[src/rtl/lhp_pkg.sv]
package lhp_pkg;
   typedef enum logic [1:0] {
      CTR_STRONG_NT = 2'b00,
      CTR_WEAK_NT   = 2'b01,
      CTR_WEAK_T    = 2'b10,
      CTR_STRONG_T  = 2'b11
   } ctr_e;

   function automatic logic [1:0] ctr_step(input logic [1:0] cur, input logic taken);
      logic [1:0] nxt;
      if (taken) nxt = (cur == CTR_STRONG_T)  ? cur : cur + 2'd1;
      else       nxt = (cur == CTR_STRONG_NT) ? cur : cur - 2'd1;
      return nxt;
   endfunction
endpackage

[src/rtl/lhp_hist_table.sv]
module lhp_hist_table #(
   parameter int ENTRIES = 16,
   parameter int HIST_W  = 4,
   localparam int IDX_W  = $clog2(ENTRIES)
) (
   input  logic              clk,
   input  logic              rst_n,
   input  logic [IDX_W-1:0]  rd_idx,
   output logic [HIST_W-1:0] rd_hist,
   input  logic              wr_en,
   input  logic [IDX_W-1:0]  wr_idx,
   input  logic              wr_taken,
   output logic [HIST_W-1:0] wr_old_hist
);
   logic [ENTRIES-1:0][HIST_W-1:0] hist_q;
   logic [HIST_W-1:0] hist_nxt;

   assign rd_hist     = hist_q[rd_idx];
   assign wr_old_hist = hist_q[wr_idx];

   generate
      if (HIST_W == 1) begin : g_one_bit
         assign hist_nxt = wr_taken;
      end else begin : g_shift
         assign hist_nxt = {wr_old_hist[HIST_W-2:0], wr_taken};
      end
   endgenerate

   always_ff @(posedge clk) begin
      if (!rst_n) begin
         hist_q <= '0;
      end else if (wr_en) begin
         hist_q[wr_idx] <= hist_nxt;
      end
   end

   // the newest outcome lands in bit 0 of the written slot
   a_r4_newest_lsb: assert property (@(posedge clk) disable iff (!rst_n)
      wr_en |=> hist_q[$past(wr_idx)][0] == $past(wr_taken));
   // no resolve, no history change
   a_r9_hist_hold: assert property (@(posedge clk) disable iff (!rst_n)
      !wr_en |=> $stable(hist_q));
endmodule

[src/rtl/lhp_pattern_table.sv]
module lhp_pattern_table
   import lhp_pkg::*;
#(
   parameter int HIST_W = 4,
   localparam int DEPTH = 1 << HIST_W
) (
   input  logic              clk,
   input  logic              rst_n,
   input  logic [HIST_W-1:0] rd_idx,
   output logic              rd_taken,
   input  logic              wr_en,
   input  logic [HIST_W-1:0] wr_idx,
   input  logic              wr_taken
);
   logic [DEPTH-1:0][1:0] ctr_q;
   logic [1:0] wr_old;

   assign wr_old   = ctr_q[wr_idx];
   assign rd_taken = ctr_q[rd_idx][1];

   always_ff @(posedge clk) begin
      if (!rst_n) begin
         ctr_q <= {DEPTH{CTR_WEAK_T}};
      end else if (wr_en) begin
         ctr_q[wr_idx] <= ctr_step(wr_old, wr_taken);
      end
   end

   // saturation at the top
   a_r5_sat_top: assert property (@(posedge clk) disable iff (!rst_n)
      (wr_en && wr_taken && wr_old == 2'b11) |=> ctr_q[$past(wr_idx)] == 2'b11);
   // saturation at the bottom
   a_r5_sat_bottom: assert property (@(posedge clk) disable iff (!rst_n)
      (wr_en && !wr_taken && wr_old == 2'b00) |=> ctr_q[$past(wr_idx)] == 2'b00);
   // taken never lowers a counter, not-taken never raises one
   a_r6_direction: assert property (@(posedge clk) disable iff (!rst_n)
      wr_en |=> (($past(wr_taken) && ctr_q[$past(wr_idx)] >= $past(wr_old)) ||
                 (!$past(wr_taken) && ctr_q[$past(wr_idx)] <= $past(wr_old))));
   // no resolve, no counter change
   a_r9_ctr_hold: assert property (@(posedge clk) disable iff (!rst_n)
      !wr_en |=> $stable(ctr_q));
endmodule

[src/rtl/local_hist_predictor.sv]
module local_hist_predictor #(
   parameter int PC_W       = 32,
   parameter int ALIGN_BITS = 2,
   parameter int HT_ENTRIES = 16,
   parameter int HIST_W     = 4,
   localparam int HT_IDX_W  = $clog2(HT_ENTRIES)
) (
   input  logic            clk,
   input  logic            rst_n,
   input  logic [PC_W-1:0] lk_pc,
   output logic            lk_taken,
   input  logic            rs_valid,
   input  logic [PC_W-1:0] rs_pc,
   input  logic            rs_taken
);
   localparam logic [PC_W-1:0] IDX_MASK =
      PC_W'(((64'd1 << HT_IDX_W) - 64'd1) << ALIGN_BITS);

   generate
      if (HIST_W < 1 || HIST_W > 12) begin : g_bad_hist
         $error("HIST_W must be between 1 and 12");
      end
      if (HT_ENTRIES < 2 || (1 << HT_IDX_W) != HT_ENTRIES) begin : g_bad_depth
         $error("HT_ENTRIES must be a power of two of at least 2");
      end
      if (ALIGN_BITS < 0 || ALIGN_BITS + HT_IDX_W > PC_W) begin : g_bad_align
         $error("index bits do not fit in the address");
      end
   endgenerate

   logic [HT_IDX_W-1:0] lk_slot, rs_slot;
   logic [HIST_W-1:0]   lk_hist, rs_hist;
   logic                unused_pc_bits;

   generate
      if (ALIGN_BITS == 0) begin : g_no_align
         assign lk_slot = lk_pc[HT_IDX_W-1:0];
         assign rs_slot = rs_pc[HT_IDX_W-1:0];
      end else begin : g_align
         assign lk_slot = lk_pc[ALIGN_BITS +: HT_IDX_W];
         assign rs_slot = rs_pc[ALIGN_BITS +: HT_IDX_W];
      end
   endgenerate

   assign unused_pc_bits = ^((lk_pc | rs_pc) & ~IDX_MASK);

   lhp_hist_table #(.ENTRIES(HT_ENTRIES), .HIST_W(HIST_W)) u_hist (
      .clk        (clk),
      .rst_n      (rst_n),
      .rd_idx     (lk_slot),
      .rd_hist    (lk_hist),
      .wr_en      (rs_valid),
      .wr_idx     (rs_slot),
      .wr_taken   (rs_taken),
      .wr_old_hist(rs_hist)
   );

   lhp_pattern_table #(.HIST_W(HIST_W)) u_pht (
      .clk     (clk),
      .rst_n   (rst_n),
      .rd_idx  (lk_hist),
      .rd_taken(lk_taken),
      .wr_en   (rs_valid),
      .wr_idx  (rs_hist),
      .wr_taken(rs_taken)
   );

   // first cycle after reset release answers taken
   a_r1_reset_taken: assert property (@(posedge clk)
      $rose(rst_n) |-> lk_taken);
endmodule

[config.mk]
export PLATFORM = sky130hd
export DESIGN_NAME = local_hist_predictor
export DESIGN_NICKNAME = d
export VERILOG_FILES = /design/src/rtl/lhp_pkg.sv /design/src/rtl/lhp_hist_table.sv /design/src/rtl/lhp_pattern_table.sv /design/src/rtl/local_hist_predictor.sv
export SDC_FILE = /design/constraint.sdc
export NUM_CORES = 1
export LEC_CHECK = 0
export BUFFER_PORTS_ARGS = -buffer_cell sky130_fd_sc_hd__buf_4
export CORE_ASPECT_RATIO = 1.1
export CORE_MARGIN = 1
export CORE_UTILIZATION = 40
export CTS_CLUSTER_SIZE = 16
export DETAILED_ROUTE_END_ITERATION = 7
export SYNTH_ARGS = -nofsm -noshare
export SYNTH_HDL_FRONTEND = slang
export SYNTH_SLANG_ARGS = --single-unit
[constraint.sdc]
create_clock -name clk -period 11.18 [get_ports clk]
set_input_delay 1.677 -clock clk [delete_from_list [all_inputs] [get_ports clk]]
set_output_delay 1.677 -clock clk [all_outputs]
set_load 0.005 [all_outputs]
Word level (Yosys, flattened, before mapping)
Index checks and enable logic that the tools add are counted.
- register bits after elaboration: 96
- logic and storage cells: 63
- output and inout bits: 1
- bits of input ports: 68
- muxes and demuxes: 19
- order comparisons: 6
- add/sub/neg operators: 2
- eq/ne operators: 1
- reduce and logical (&&, ||, !) cells: 3
- operator list (operator ; count):
    $bwmux 64 ; 1
    $bmux 4 s4 ; 2
    $bwmux 32 ; 1
    $lt 4x5->1 const B ; 4
    $bmux 2 s4 ; 2
    $demux 4 s4 ; 1
    $mux 2 ; 8
    $mux 4 ; 3
    $demux 2 s4 ; 1
    $ge 4x1->1 const B ; 2
    $add 2x1->2 const B ; 1
    $eq 2x2->1 const B ; 1
    $logic_and 1x1->1 ; 2
    $logic_not 2->1 ; 1
    $sub 2x1->2 const B ; 1

Logic depth before layout (Yosys ltp)
- depth after elaboration: 10
- depth in mapped cells: 13
- depth with buffers taken out: 8

Hierarchy
From an unflattened synthesis, not the netlist that was laid out.
- cells, all modules: 558
- area, all modules: 5430.2 um^2
- by module, submodules not included (module ; area an instance (um^2) ; sequential area each (um^2) ; cells each ; times used):
    lhp_hist_table ; 3703.6 ; 1281.2 ; 385 ; 1
    lhp_pattern_table ; 1726.7 ; 640.6 ; 173 ; 1

Worst setup path after synthesis
No wires, ideal clock.
- kind: input -> output
- start: input port lk_pc[2]
- end: output port lk_taken
- data required time: 9503 ps
- path slack: 5265 ps
- cell stages on the path: 6
- data arrival time: 4238 ps
- path buffers: 2
- path through: clkbuf_1 buf_1 mux4_2 mux4_2 mux4_2 mux2i_1
- longest elaborated chain between the ends: 4
- ends and longest elaborated chain (item ; line ; source):
    start: declaration ; local_hist_predictor.sv:10 ; input logic [PC_W-1:0] lk_pc,
    $bmux 4 s4 ; lhp_hist_table.sv:18 ; assign rd_hist = hist_q[rd_idx];
    $mux 4 (implied by the code) ; lhp_hist_table.sv:18 ;
    $bmux 2 s4 ; lhp_pattern_table.sv:19 ; assign rd_taken = ctr_q[rd_idx][1];
    $mux 2 (implied by the code) ; lhp_pattern_table.sv:19 ;
    end: declaration ; local_hist_predictor.sv:11 ; output logic lk_taken,
No other way between the ends. The select of a mux whose other input is x is not followed.

Worst setup path in the final report
Ends and elaborated chain as after synthesis.

==> results.txt <==
Post-Syn Instances = 569
RSZ-0062 raised after global routing = false
Antenna violations before repair = 0
Largest net degree at the start of global routing = 97
CTS tree = yes
Synth top area share = 35.4%
Setup TNS = 0 ns
Worst slew pin tran = 0.873 ns
Total GRT Usage = 21.9%
Syn avg cell area = 9.54 µm²
Tightest slew margin relative to the limit = 41.8%
Post-synthesis register bit count = 96
Clock skew = 0.00736 ns
Initial DRC Count = 362
First-pass GRT wire length = 23,300 µm
Grt total ovfl = 0
Yosys top cell by area = dfxtp_1
Register area share after synthesis = 35.4%
Number of hold buffers added after CTS = 0
Post-DRT Antenna Nets = 0
Max cap viols = 0
Layout area overhead = 6.45%
Most frequent cells in the layout = dfxtp_1, nand2_1, o21ai_0
Min Clock Period, post-route = 5.97 ns
Worst-skew pair later-pin latency = 0.36 ns
Cell row count = 44
P per Cell Area = 127 nW/µm²
Reg clk slew, reported paths = 0.07 ns
Core Area = 13,200 µm²
Final setup margin = 5.21 ns
1st-pass router iterations = 4
Setup violators final = 0
Number of global-route vias before repair = 4,235
I/O pins = 69
Synth unique cells = 34
Via Count = 4,337
TritonCTS Buffers = 9
Status = finished, final reports clean
Fillers = 1,309
Synth warnings = 0
Clk sinks = 96
Final #Nets = 607
Initial core utilization = 41.1%
Vias/cell = 6.15
Share of cells above drive strength 1 = 13.2%
Most used cell, CP = mux4_2
CTS H-tree lvls = 3
Crit path launch type = input pin
Final HPWL DP = 9150 µm
Dpl ws = 5.14 ns
Area contributors post-synth = dfxtp_1, mux4_2, mux2i_1, o21ai_0, nand2_1
Post-cts repair resize count = 0
Global placement routability congestion = 0.840
CP cell instances = buf_4 > mux4_2 > mux4_2 > nor2_1 > a21oi_1 > mux4_2 > mux2i_1 > buf_4
Commonest non-fill, non-tap cell in the layout = dfxtp_1
Lkg Pwr = 2.27 nW
I/O Buffers = 12
Die W = 113 µm
CTS Buffer Depth = 2
N_diodes = 0
WL per Instance = 20.3 µm
Die area = 14,000 µm²
Die Span Y = 124 µm
Crit path DAT = 4.29 ns
Detailed Route WL = 14,300 µm
Post-Synthesis Cell Area = 5430 µm²
Critical path endpoint category = primary output
Crit-path max cell delay = 0.68 ns
Fmax = 168 MHz
Peak VDD IR = 0.0694 mV
Min-Delay Path Class = register to register
Crit-path max FO = 16
Required time of the critical path = 9.50 ns
Fin. max-slew vios = 0
CP max stage cell = mux4_2
Post-CTS setup buffers = 0
Remaining DRCs = 0
Crit share post-route = 53.4%
Net Count, Synth = 637
Hold Vio Cnt, Final = 0
Overall power = 0.735 mW
Critical Setup Path Class = input pin to primary output
Root Buffer = clkbuf_16
[state kept, by name (all words and copies together) (netlist names)]
register / cells
u_hist.hist_q: 64
u_pht.ctr_q: 32
[report_power, final]
group	leakage [nW]	switching, mW	internal (mW)
Combinational	1.35	0.0451	0.0223
Clock	0.145	0.141	0.180
Sequential	0.775	0.00174	0.344
[stage by stage]
| stage | area [µm²] | cells | hold WS (ns) | utilization, % |
|---|---|---|---|---|
| 2_1_floorplan | 5430 | 569 | 0.464 | - |
| 3_3_place_gp | 5470 | 689 | 0.477 | 41.4 |
| 3_5_place_dp | 5470 | 689 | 0.492 | 41.4 |
| 4_1_cts | 5780 | 705 | 0.501 | 43.7 |
| 5_1_grt | 5780 | 705 | 0.541 | 43.7 |
| 6_report | 5780 | 705 | 0.502 | 43.7 |
[area by class of cell]
cell class | instances | area [µm²] | share of cell area, %
inverter | 17 | 63.8 | 1.10
sequential | 96 | 1920 | 33.3
clock buffer | 10 | 239 | 4.14
multi-input combinational | 403 | 3190 | 55.3
timing repair buffer | 12 | 90.1 | 1.56
clock inverter | 6 | 67.6 | 1.17
tap | 161 | 201 | 3.49
[path summary, 6_finish.rpt]
kind	startpoint	to	slack, ns	cells past startpoint
max	lk_pc[2]	lk_taken	5.21	8
min	u_hist.hist_q[43]	u_hist.hist_q[43]	0.50	2
max reg2reg	u_hist.hist_q[61]	u_pht.ctr_q[29]	6.96	7
min reg2reg	u_hist.hist_q[43]	u_hist.hist_q[43]	0.50	2
[cell usage after synthesis, drive strengths merged]
cell type / number
and2: 5
a31oi: 16
or2: 2
a21boi: 19
nor2: 40
mux4: 39
dfxtp: 96
clkbuf: 36
or4: 2
nor3b: 5
o221ai: 16
mux2: 1
o211a: 12
buf: 17
nand3: 3
nand2: 56
nor4: 5
a21oi: 12
or3: 1
and3b: 4
mux2i: 51
inv: 17
nor3: 7
nand2b: 4
a211oi: 8
a2111oi: 4
nand3b: 5
nor2b: 30
o21ai: 56
[routing by layer]
layer	up-vias	part of all wire (%)	global-route usage, %
met1	2169	44	27.1
met2	113	50	37.8
li1	2027	-	-
met4	0	2.7	10.9
met3	28	3.5	3.02
met5	-	0	0
[kinds of logic (layout without fill, tap and decap cells)]
group	count (synthesis)	after routing	share of synthesized area, %
buffers and inverters	70	45	5.74
AOI/OAI and AO/OA	143	143	17.7
muxes	91	91	25.9
DFF	96	96	35.4
and+or+nand+nor	169	169	15.3
[worst max-delay path: cells and delay by family]
family,cells,cell delay (ns)
compound gates,1,0.07
simple gates,1,0.16
buf+inv,2,0.45
mux,4,1.92
(Power assumes the default switching activity.)
